### config.mk
export PLATFORM = sky130hd
export DESIGN_NAME = ctr64_split_bank
export DESIGN_NICKNAME = d
export VERILOG_FILES = /design/src/rtl/ctr64_pkg.sv /design/src/rtl/ctr64_addr_dec.sv /design/src/rtl/ctr64_counter.sv /design/src/rtl/ctr64_write_stage.sv /design/src/rtl/ctr64_read_port.sv /design/src/rtl/ctr64_split_bank.sv
export SDC_FILE = /design/constraint.sdc
export NUM_CORES = 2
export LEC_CHECK = 0
export BUFFER_PORTS_ARGS = -buffer_cell sky130_fd_sc_hd__buf_2
export CORE_MARGIN = 3
export CORE_UTILIZATION = 58
export DETAILED_ROUTE_END_ITERATION = 10
export PLACE_DENSITY_LB_ADDON = 0.3
export SYNTH_ARGS = -nofsm -noshare
export SYNTH_HDL_FRONTEND = slang
export SYNTH_SLANG_ARGS = --single-unit
### constraint.sdc
create_clock -name clk -period 6.02 [get_ports clk]
set_input_delay 0.602 -clock clk [delete_from_list [all_inputs] [get_ports clk]]
set_output_delay 0.602 -clock clk [all_outputs]
set_load 0.05 [all_outputs]
### src/rtl/ctr64_pkg.sv
package ctr64_pkg;

  localparam int unsigned WORD_W     = 32;
  localparam int unsigned CNT_W      = 2 * WORD_W;
  localparam int unsigned BYTE_OFS_W = 3;            // 8 bytes per slot
  localparam int unsigned N_REQ      = 3;            // pulse counters
  localparam int unsigned N_BYTE     = 4;            // amount counters
  localparam int unsigned NUM_CTR    = N_REQ + N_BYTE;

  // Word shown at the lower byte address of a slot
  function automatic logic [WORD_W-1:0] lo_addr_word(input logic [CNT_W-1:0] v,
                                                     input bit hi_first);
    return hi_first ? v[CNT_W-1:WORD_W] : v[WORD_W-1:0];
  endfunction

  // Word shown at the higher byte address of a slot
  function automatic logic [WORD_W-1:0] hi_addr_word(input logic [CNT_W-1:0] v,
                                                     input bit hi_first);
    return hi_first ? v[WORD_W-1:0] : v[CNT_W-1:WORD_W];
  endfunction

  // Rebuild a counter value from its two bus words
  function automatic logic [CNT_W-1:0] join_words(input logic [WORD_W-1:0] lo_w,
                                                  input logic [WORD_W-1:0] hi_w,
                                                  input bit hi_first);
    return hi_first ? {lo_w, hi_w} : {hi_w, lo_w};
  endfunction

endpackage

### src/rtl/ctr64_addr_dec.sv
module ctr64_addr_dec
  import ctr64_pkg::*;
#(
  parameter int unsigned ADDR_W = 6,
  localparam int unsigned SLOT_W = ADDR_W - BYTE_OFS_W
) (
  input  logic              bus_valid,
  input  logic              bus_write,
  input  logic [ADDR_W-1:0] bus_addr,
  output logic [SLOT_W-1:0] slot,
  output logic              rd_any,
  output logic              rd_lo,
  output logic              rd_hi,
  output logic              wr_lo,
  output logic              wr_hi
);

  logic mapped;
  logic hi_word;
  logic unused_addr_lsb;

  assign slot            = bus_addr[ADDR_W-1:BYTE_OFS_W];
  assign hi_word         = bus_addr[BYTE_OFS_W-1];
  assign unused_addr_lsb = ^bus_addr[BYTE_OFS_W-2:0];
  assign mapped          = (slot < SLOT_W'(NUM_CTR));

  assign rd_any = bus_valid & ~bus_write;
  assign rd_lo  = rd_any & mapped & ~hi_word;
  assign rd_hi  = rd_any & mapped &  hi_word;
  assign wr_lo  = bus_valid & bus_write & mapped & ~hi_word;
  assign wr_hi  = bus_valid & bus_write & mapped &  hi_word;

endmodule

### src/rtl/ctr64_counter.sv
module ctr64_counter #(
  parameter int unsigned CNT_W = 64,
  parameter int unsigned INC_W = 16
) (
  input  logic             clk,
  input  logic             rst,
  input  logic             load,
  input  logic [CNT_W-1:0] load_val,
  input  logic [INC_W-1:0] inc,
  output logic [CNT_W-1:0] cnt
);

  always_ff @(posedge clk) begin
    if (rst) begin
      cnt <= '0;
    end else if (load) begin
      cnt <= load_val;                                  // bus commit wins
    end else begin
      cnt <= cnt + {{(CNT_W-INC_W){1'b0}}, inc};        // wraps mod 2^CNT_W
    end
  end

endmodule

### src/rtl/ctr64_write_stage.sv
module ctr64_write_stage
  import ctr64_pkg::*;
#(
  parameter bit HI_FIRST = 1'b1
) (
  input  logic              clk,
  input  logic              rst,
  input  logic              wr_lo,
  input  logic [WORD_W-1:0] wdata,
  output logic [WORD_W-1:0] stage,
  output logic [CNT_W-1:0]  commit_val
);

  always_ff @(posedge clk) begin
    if (rst) begin
      stage <= '0;
    end else if (wr_lo) begin
      stage <= wdata;
    end
  end

  assign commit_val = join_words(stage, wdata, HI_FIRST);

endmodule

### src/rtl/ctr64_read_port.sv
module ctr64_read_port
  import ctr64_pkg::*;
#(
  parameter int unsigned SLOT_W   = 3,
  parameter bit          HI_FIRST = 1'b1
) (
  input  logic                            clk,
  input  logic                            rst,
  input  logic [SLOT_W-1:0]               slot,
  input  logic                            rd_any,
  input  logic                            rd_lo,
  input  logic                            rd_hi,
  input  logic [NUM_CTR-1:0][CNT_W-1:0]   cnt,
  output logic [WORD_W-1:0]               rd_data,
  output logic                            rd_valid,
  output logic [WORD_W-1:0]               snap
);

  localparam int unsigned N_SLOT = 2 ** SLOT_W;

  logic [CNT_W-1:0] pad [N_SLOT];
  logic [CNT_W-1:0] sel;

  for (genvar i = 0; i < N_SLOT; i++) begin : g_pad
    if (i < NUM_CTR) begin : g_real
      assign pad[i] = cnt[i];
    end else begin : g_hole
      assign pad[i] = '0;
    end
  end

  assign sel = pad[slot];

  always_ff @(posedge clk) begin
    if (rst) begin
      rd_data  <= '0;
      rd_valid <= 1'b0;
      snap     <= '0;
    end else begin
      rd_valid <= rd_any;
      if (rd_lo) begin
        rd_data <= lo_addr_word(sel, HI_FIRST);
        snap    <= hi_addr_word(sel, HI_FIRST);
      end else if (rd_hi) begin
        rd_data <= snap;
      end else if (rd_any) begin
        rd_data <= '0;                                  // unmapped slot
      end
    end
  end

endmodule

### src/rtl/ctr64_split_bank.sv
module ctr64_split_bank
  import ctr64_pkg::*;
#(
  parameter int unsigned ADDR_W   = 6,
  parameter int unsigned INC_W    = 16,
  parameter bit          HI_FIRST = 1'b1
) (
  input  logic              clk,
  input  logic              rst,
  input  logic              bus_valid,
  input  logic              bus_write,
  input  logic [ADDR_W-1:0] bus_addr,
  input  logic [31:0]       bus_wdata,
  output logic [31:0]       rd_data,
  output logic              rd_valid,
  input  logic [2:0]        evt_req,
  input  logic [INC_W-1:0]  bytes_enc,
  input  logic [INC_W-1:0]  bytes_prot,
  input  logic [INC_W-1:0]  bytes_dec,
  input  logic [INC_W-1:0]  bytes_val
);

  localparam int unsigned SLOT_W = ADDR_W - BYTE_OFS_W;

  logic [SLOT_W-1:0]             slot;
  logic                          rd_any, rd_lo, rd_hi, wr_lo, wr_hi;
  logic [WORD_W-1:0]             stage_q;
  logic [CNT_W-1:0]              commit_val;
  logic [WORD_W-1:0]             snap_q;
  logic [NUM_CTR-1:0][CNT_W-1:0] cnt_q;
  logic [INC_W-1:0]              inc_v   [NUM_CTR];
  logic [INC_W-1:0]              bytes_v [N_BYTE];

  assign bytes_v[0] = bytes_enc;
  assign bytes_v[1] = bytes_prot;
  assign bytes_v[2] = bytes_dec;
  assign bytes_v[3] = bytes_val;

  ctr64_addr_dec #(.ADDR_W(ADDR_W)) u_dec (
    .bus_valid (bus_valid),
    .bus_write (bus_write),
    .bus_addr  (bus_addr),
    .slot      (slot),
    .rd_any    (rd_any),
    .rd_lo     (rd_lo),
    .rd_hi     (rd_hi),
    .wr_lo     (wr_lo),
    .wr_hi     (wr_hi)
  );

  ctr64_write_stage #(.HI_FIRST(HI_FIRST)) u_stage (
    .clk        (clk),
    .rst        (rst),
    .wr_lo      (wr_lo),
    .wdata      (bus_wdata),
    .stage      (stage_q),
    .commit_val (commit_val)
  );

  for (genvar k = 0; k < NUM_CTR; k++) begin : g_ctr
    if (k < N_REQ) begin : g_req
      assign inc_v[k] = INC_W'(evt_req[k]);
    end else begin : g_byte
      assign inc_v[k] = bytes_v[k-N_REQ];
    end

    ctr64_counter #(.CNT_W(CNT_W), .INC_W(INC_W)) u_cnt (
      .clk      (clk),
      .rst      (rst),
      .load     (wr_hi && (slot == SLOT_W'(k))),
      .load_val (commit_val),
      .inc      (inc_v[k]),
      .cnt      (cnt_q[k])
    );
  end

  ctr64_read_port #(.SLOT_W(SLOT_W), .HI_FIRST(HI_FIRST)) u_rd (
    .clk      (clk),
    .rst      (rst),
    .slot     (slot),
    .rd_any   (rd_any),
    .rd_lo    (rd_lo),
    .rd_hi    (rd_hi),
    .cnt      (cnt_q),
    .rd_data  (rd_data),
    .rd_valid (rd_valid),
    .snap     (snap_q)
  );

endmodule

==> impl_metrics.csv <==
group,metric,value,unit
setup_path,r2r_start,"g_ctr[6].u_cnt.cnt[0]",
drt,drc,0,
power,p_leak,0.0128,µW
yosys,synth_top_area_share,33.5,%
yosys,ys.flop_type,"dfxtp_1",
layout,syn_to_final_growth,8.54,%
yosys,syn_area,32500,µm²
setup_path,crit_fanout,13,
setup_path,slowest_stage,"a21oi_1",
layout,fillers,4816,
placed_design,dp_slack,1860,ps
clock_tree,cts.sinks,545,
grt,grt_pass1_vias,28100,
grt,busiest_layer,"met2",
clock_tree,cts_buffer_depth,3,
setup_path,worst-path-buf-inv,0,
flow_run,drv_cap,0,
floorplanning,chipWidth,243,µm
yosys,syn_nets,4203,
run_status,status,"completed",
setup_path,critPathKind,"reg -> reg",
setup_path,end_kind,"flip-flop",
layout,nets,4107,
grt,met1_usage,49.7,%
clock_tree,insertion_delay,650,ps
grt,grt_use_met2,52.9,%
clock_tree,cts_root_buf,"clkbuf_16",
grt,grt_usage,36.0,%
placed_design,portBuffers,139,
floorplanning,die-area,59000,µm²
grt,grt_pass1_wl,167000,µm
grt,grt_max_degree,230,
grt,gr-usage-met3,8.48,%
power,ir_worst_vdd,260,µV
layout,final_common_cell,"nor2_1",
drt,drt-initial-drc-count,4504,
setup_path,startpoint,"g_ctr[6].u_cnt.cnt[0]",
yosys,syn_inst,4020,
yosys,synth_seq_area_share,33.5,%
setup_path,crit_chain,"ha_1 > fa_1 > a211oi_1 > nor2_1 > o311ai_1 > a21oi_1 > o2111ai_1 > or3_1 > a311oi_1",
clock_tree,cts_tree,"yes",
drt,detail_route.first_pass.iterations,9,
sta,setup_ws,2090,ps
floorplanning,rows,86,
power,cellPowerDensity,295,nW/µm²
yosys,yosys.area.top_type,"dfxtp_1",
sta,fin_skew,26.1,ps
clock_tree,cts_max_level,2,
yosys,synthTopCellsByArea,"dfxtp_1 (34%), a211oi_1 (7.7%), nor2_1 (6.6%), xnor2_1 (5.1%), xor2_1 (4.8%)",
yosys,ys_types,81,
floorplanning,coreArea,55300,µm²
worst_hold_path,holdCritPathClass,"in -> reg",
sta,worst_slew_pin_slew,1300,ps
layout,final_cell_mix,"nor2_1 (571), dfxtp_1 (545), nand2_1 (405)",
setup_path,cp_top_family,"compound AO/OA/AOI/OAI gates",
worst_hold_path,min_from,"bus_wdata[0]",
yosys,ys_seq_elements,545,
clock_tree,post_cts_buffers,0,
clock_tree,post_cts_resized,0,
yosys,ys_async_sr_fraction,0,%
sta,hold_viol_final,0,
layout,drive_above_1_share,9.64,%
floorplanning,io_pins,142,
placed_design,gp_congestion,0.960,
setup_path,required,6550,ps
placed_design,hpwl,78200,µm
sta,fin_crit,3930,ps
floorplanning,die_h,243,µm
sta,fmax,0.255,GHz
sta,rsz0062_at_grt,"false",
drt,wl_per_cell,23.3,µm
sta,fin_crit_sh,65.2,%
placed_design,placed_area,33200,µm²
grt,grt_overflow_total,0,
floorplanning,initial_core_util,58.8,%
grt,antenna_found_initial,4,
sta,tns,0,ps
sta,drv_slew,0,
drt,viasPerCell,6.59,
sta,finalSetupViolations,0,
clock_tree,cts.clk_slew.worst_paths,60,ps
setup_path,worstSetupStartpointType,"flip-flop",
layout,design_area,35300,µm²
clock_tree,cts_buffers,60,
drt,routed_wl,110000,µm
yosys,synth_warnings,0,
yosys,avgSynthCellArea,8.09,µm²
sta,slew_headroom,12.4,%
yosys,synth-edff-count,0,
setup_path,max_stage_delay,1000,ps
setup_path,arrival,4460,ps
drt,num_vias,31200,
drt,postRouteAntennaNets,0,
clock_tree,hold_buffers,0,
[logic make-up (layout without fill, tap and decap cells)]
kind of cell	count (synthesis)	count (layout)	share of synthesized area [%]
AOI/OAI and AO/OA	920	920	19.3
and+or+nand+nor	1603	1603	23.1
xor gates and xnor gates	367	367	9.88
DFF	545	545	33.5
buffers and inverters	381	334	4.69
muxes	130	130	6.46
adders and majority gates	74	74	2.94
other	0	3	0
[area by class of cell]
cell class                      count  area [µm²]  area share, %
Multi-Input combinational cell   3094       20200           57.1
Sequential cell                   545       10900           30.9
Clock buffer                       88        1790           5.06
Timing Repair Buffer              174        1020           2.89
Tap cell                          748         936           2.65
Clock inverter                     23         302          0.854
Inverter                           49         184          0.521
Antenna cell                        3        7.51         0.0213
[metal layers]
metal	up-vias	part of all wire, %
li1	14300	-
met1	14700	40
met2	1814	42
met3	323	12
met4	2	5.3
met5	-	0.0082
[worst register-to-register path, stage by stage, from the launching register on]
cell and delay [ps]:
dfxtp_1 330, ha_1 190, fa_1 240, a211oi_1 110
nor2_1 230, o311ai_1 150, a21oi_1 1000, o2111ai_1 740
or3_1 540, a311oi_1 270
[state kept, by name (all words and copies together) (netlist names)]
signal and count:
u_rd.snap 32, g_ctr.u_cnt.cnt 448, u_rd.rd_valid 1, u_stage.stage 32
u_rd.rd_data 32
[cell usage after synthesis (4+ instances only)]
library cell,number
and3_1,82
and2_1,26
mux4_2,64
nor3_2,5
or2_2,12
o21a_1,11
buf_1,39
nand2b_1,15
nand4_1,71
inv_1,49
fa_1,4
buf_2,18
a311oi_1,51
nor4_1,22
or3_1,64
xnor2_1,190
a21oi_1,226
a222oi_1,30
o221ai_1,5
mux2i_1,66
nor3_1,85
xor2_1,177
a21o_1,31
o21bai_1,10
or4_1,5
a221oi_1,4
nor2_1,571
nand3_1,157
dfxtp_1,545
o21ai_0,86
ha_1,70
nor2b_1,12
o22ai_1,9
and4_1,32
a31oi_1,11
o2111ai_1,6
o211ai_1,76
a211oi_1,332
a211o_1,5
nand2_1,406
clkbuf_1,220
clkbuf_2,53
nor3b_1,9
[power breakdown]
| group | leakage (µW) | total (µW) | switching (µW) | internal [µW] |
|---|---|---|---|---|
| Clock | 0.00104 | 3900 | 1590 | 2310 |
| Combinational | 0.00729 | 2440 | 1470 | 965 |
| Sequential | 0.00442 | 4080 | 231 | 3850 |
[per-stage QoR]
| stage | utilization [%] | instances | total power [µW] | hold WS [ps] |
|---|---|---|---|---|
| 2_1_floorplan | - | 4020 | 5850 | 436 |
| 3_3_place_gp | 60.1 | 4610 | 6460 | 442 |
| 3_5_place_dp | 60.1 | 4610 | 6490 | 448 |
| 4_1_cts | 63.8 | 4721 | 10300 | 284 |
| 6_report | 63.8 | 4724 | 10400 | 291 |
| 5_1_grt | 63.8 | 4722 | 10800 | 314 |
[path summary, 6_finish.rpt]
kind	to	slack, ps	depth (start not counted)
max	g_ctr[6].u_cnt.cnt[58]	2090	9
min	g_ctr[1].u_cnt.cnt[0]	290	3
max reg2reg	g_ctr[6].u_cnt.cnt[58]	2090	9
min reg2reg	u_rd.snap[30]	450	2
Note: power is estimated with default switching activity, not from simulation.
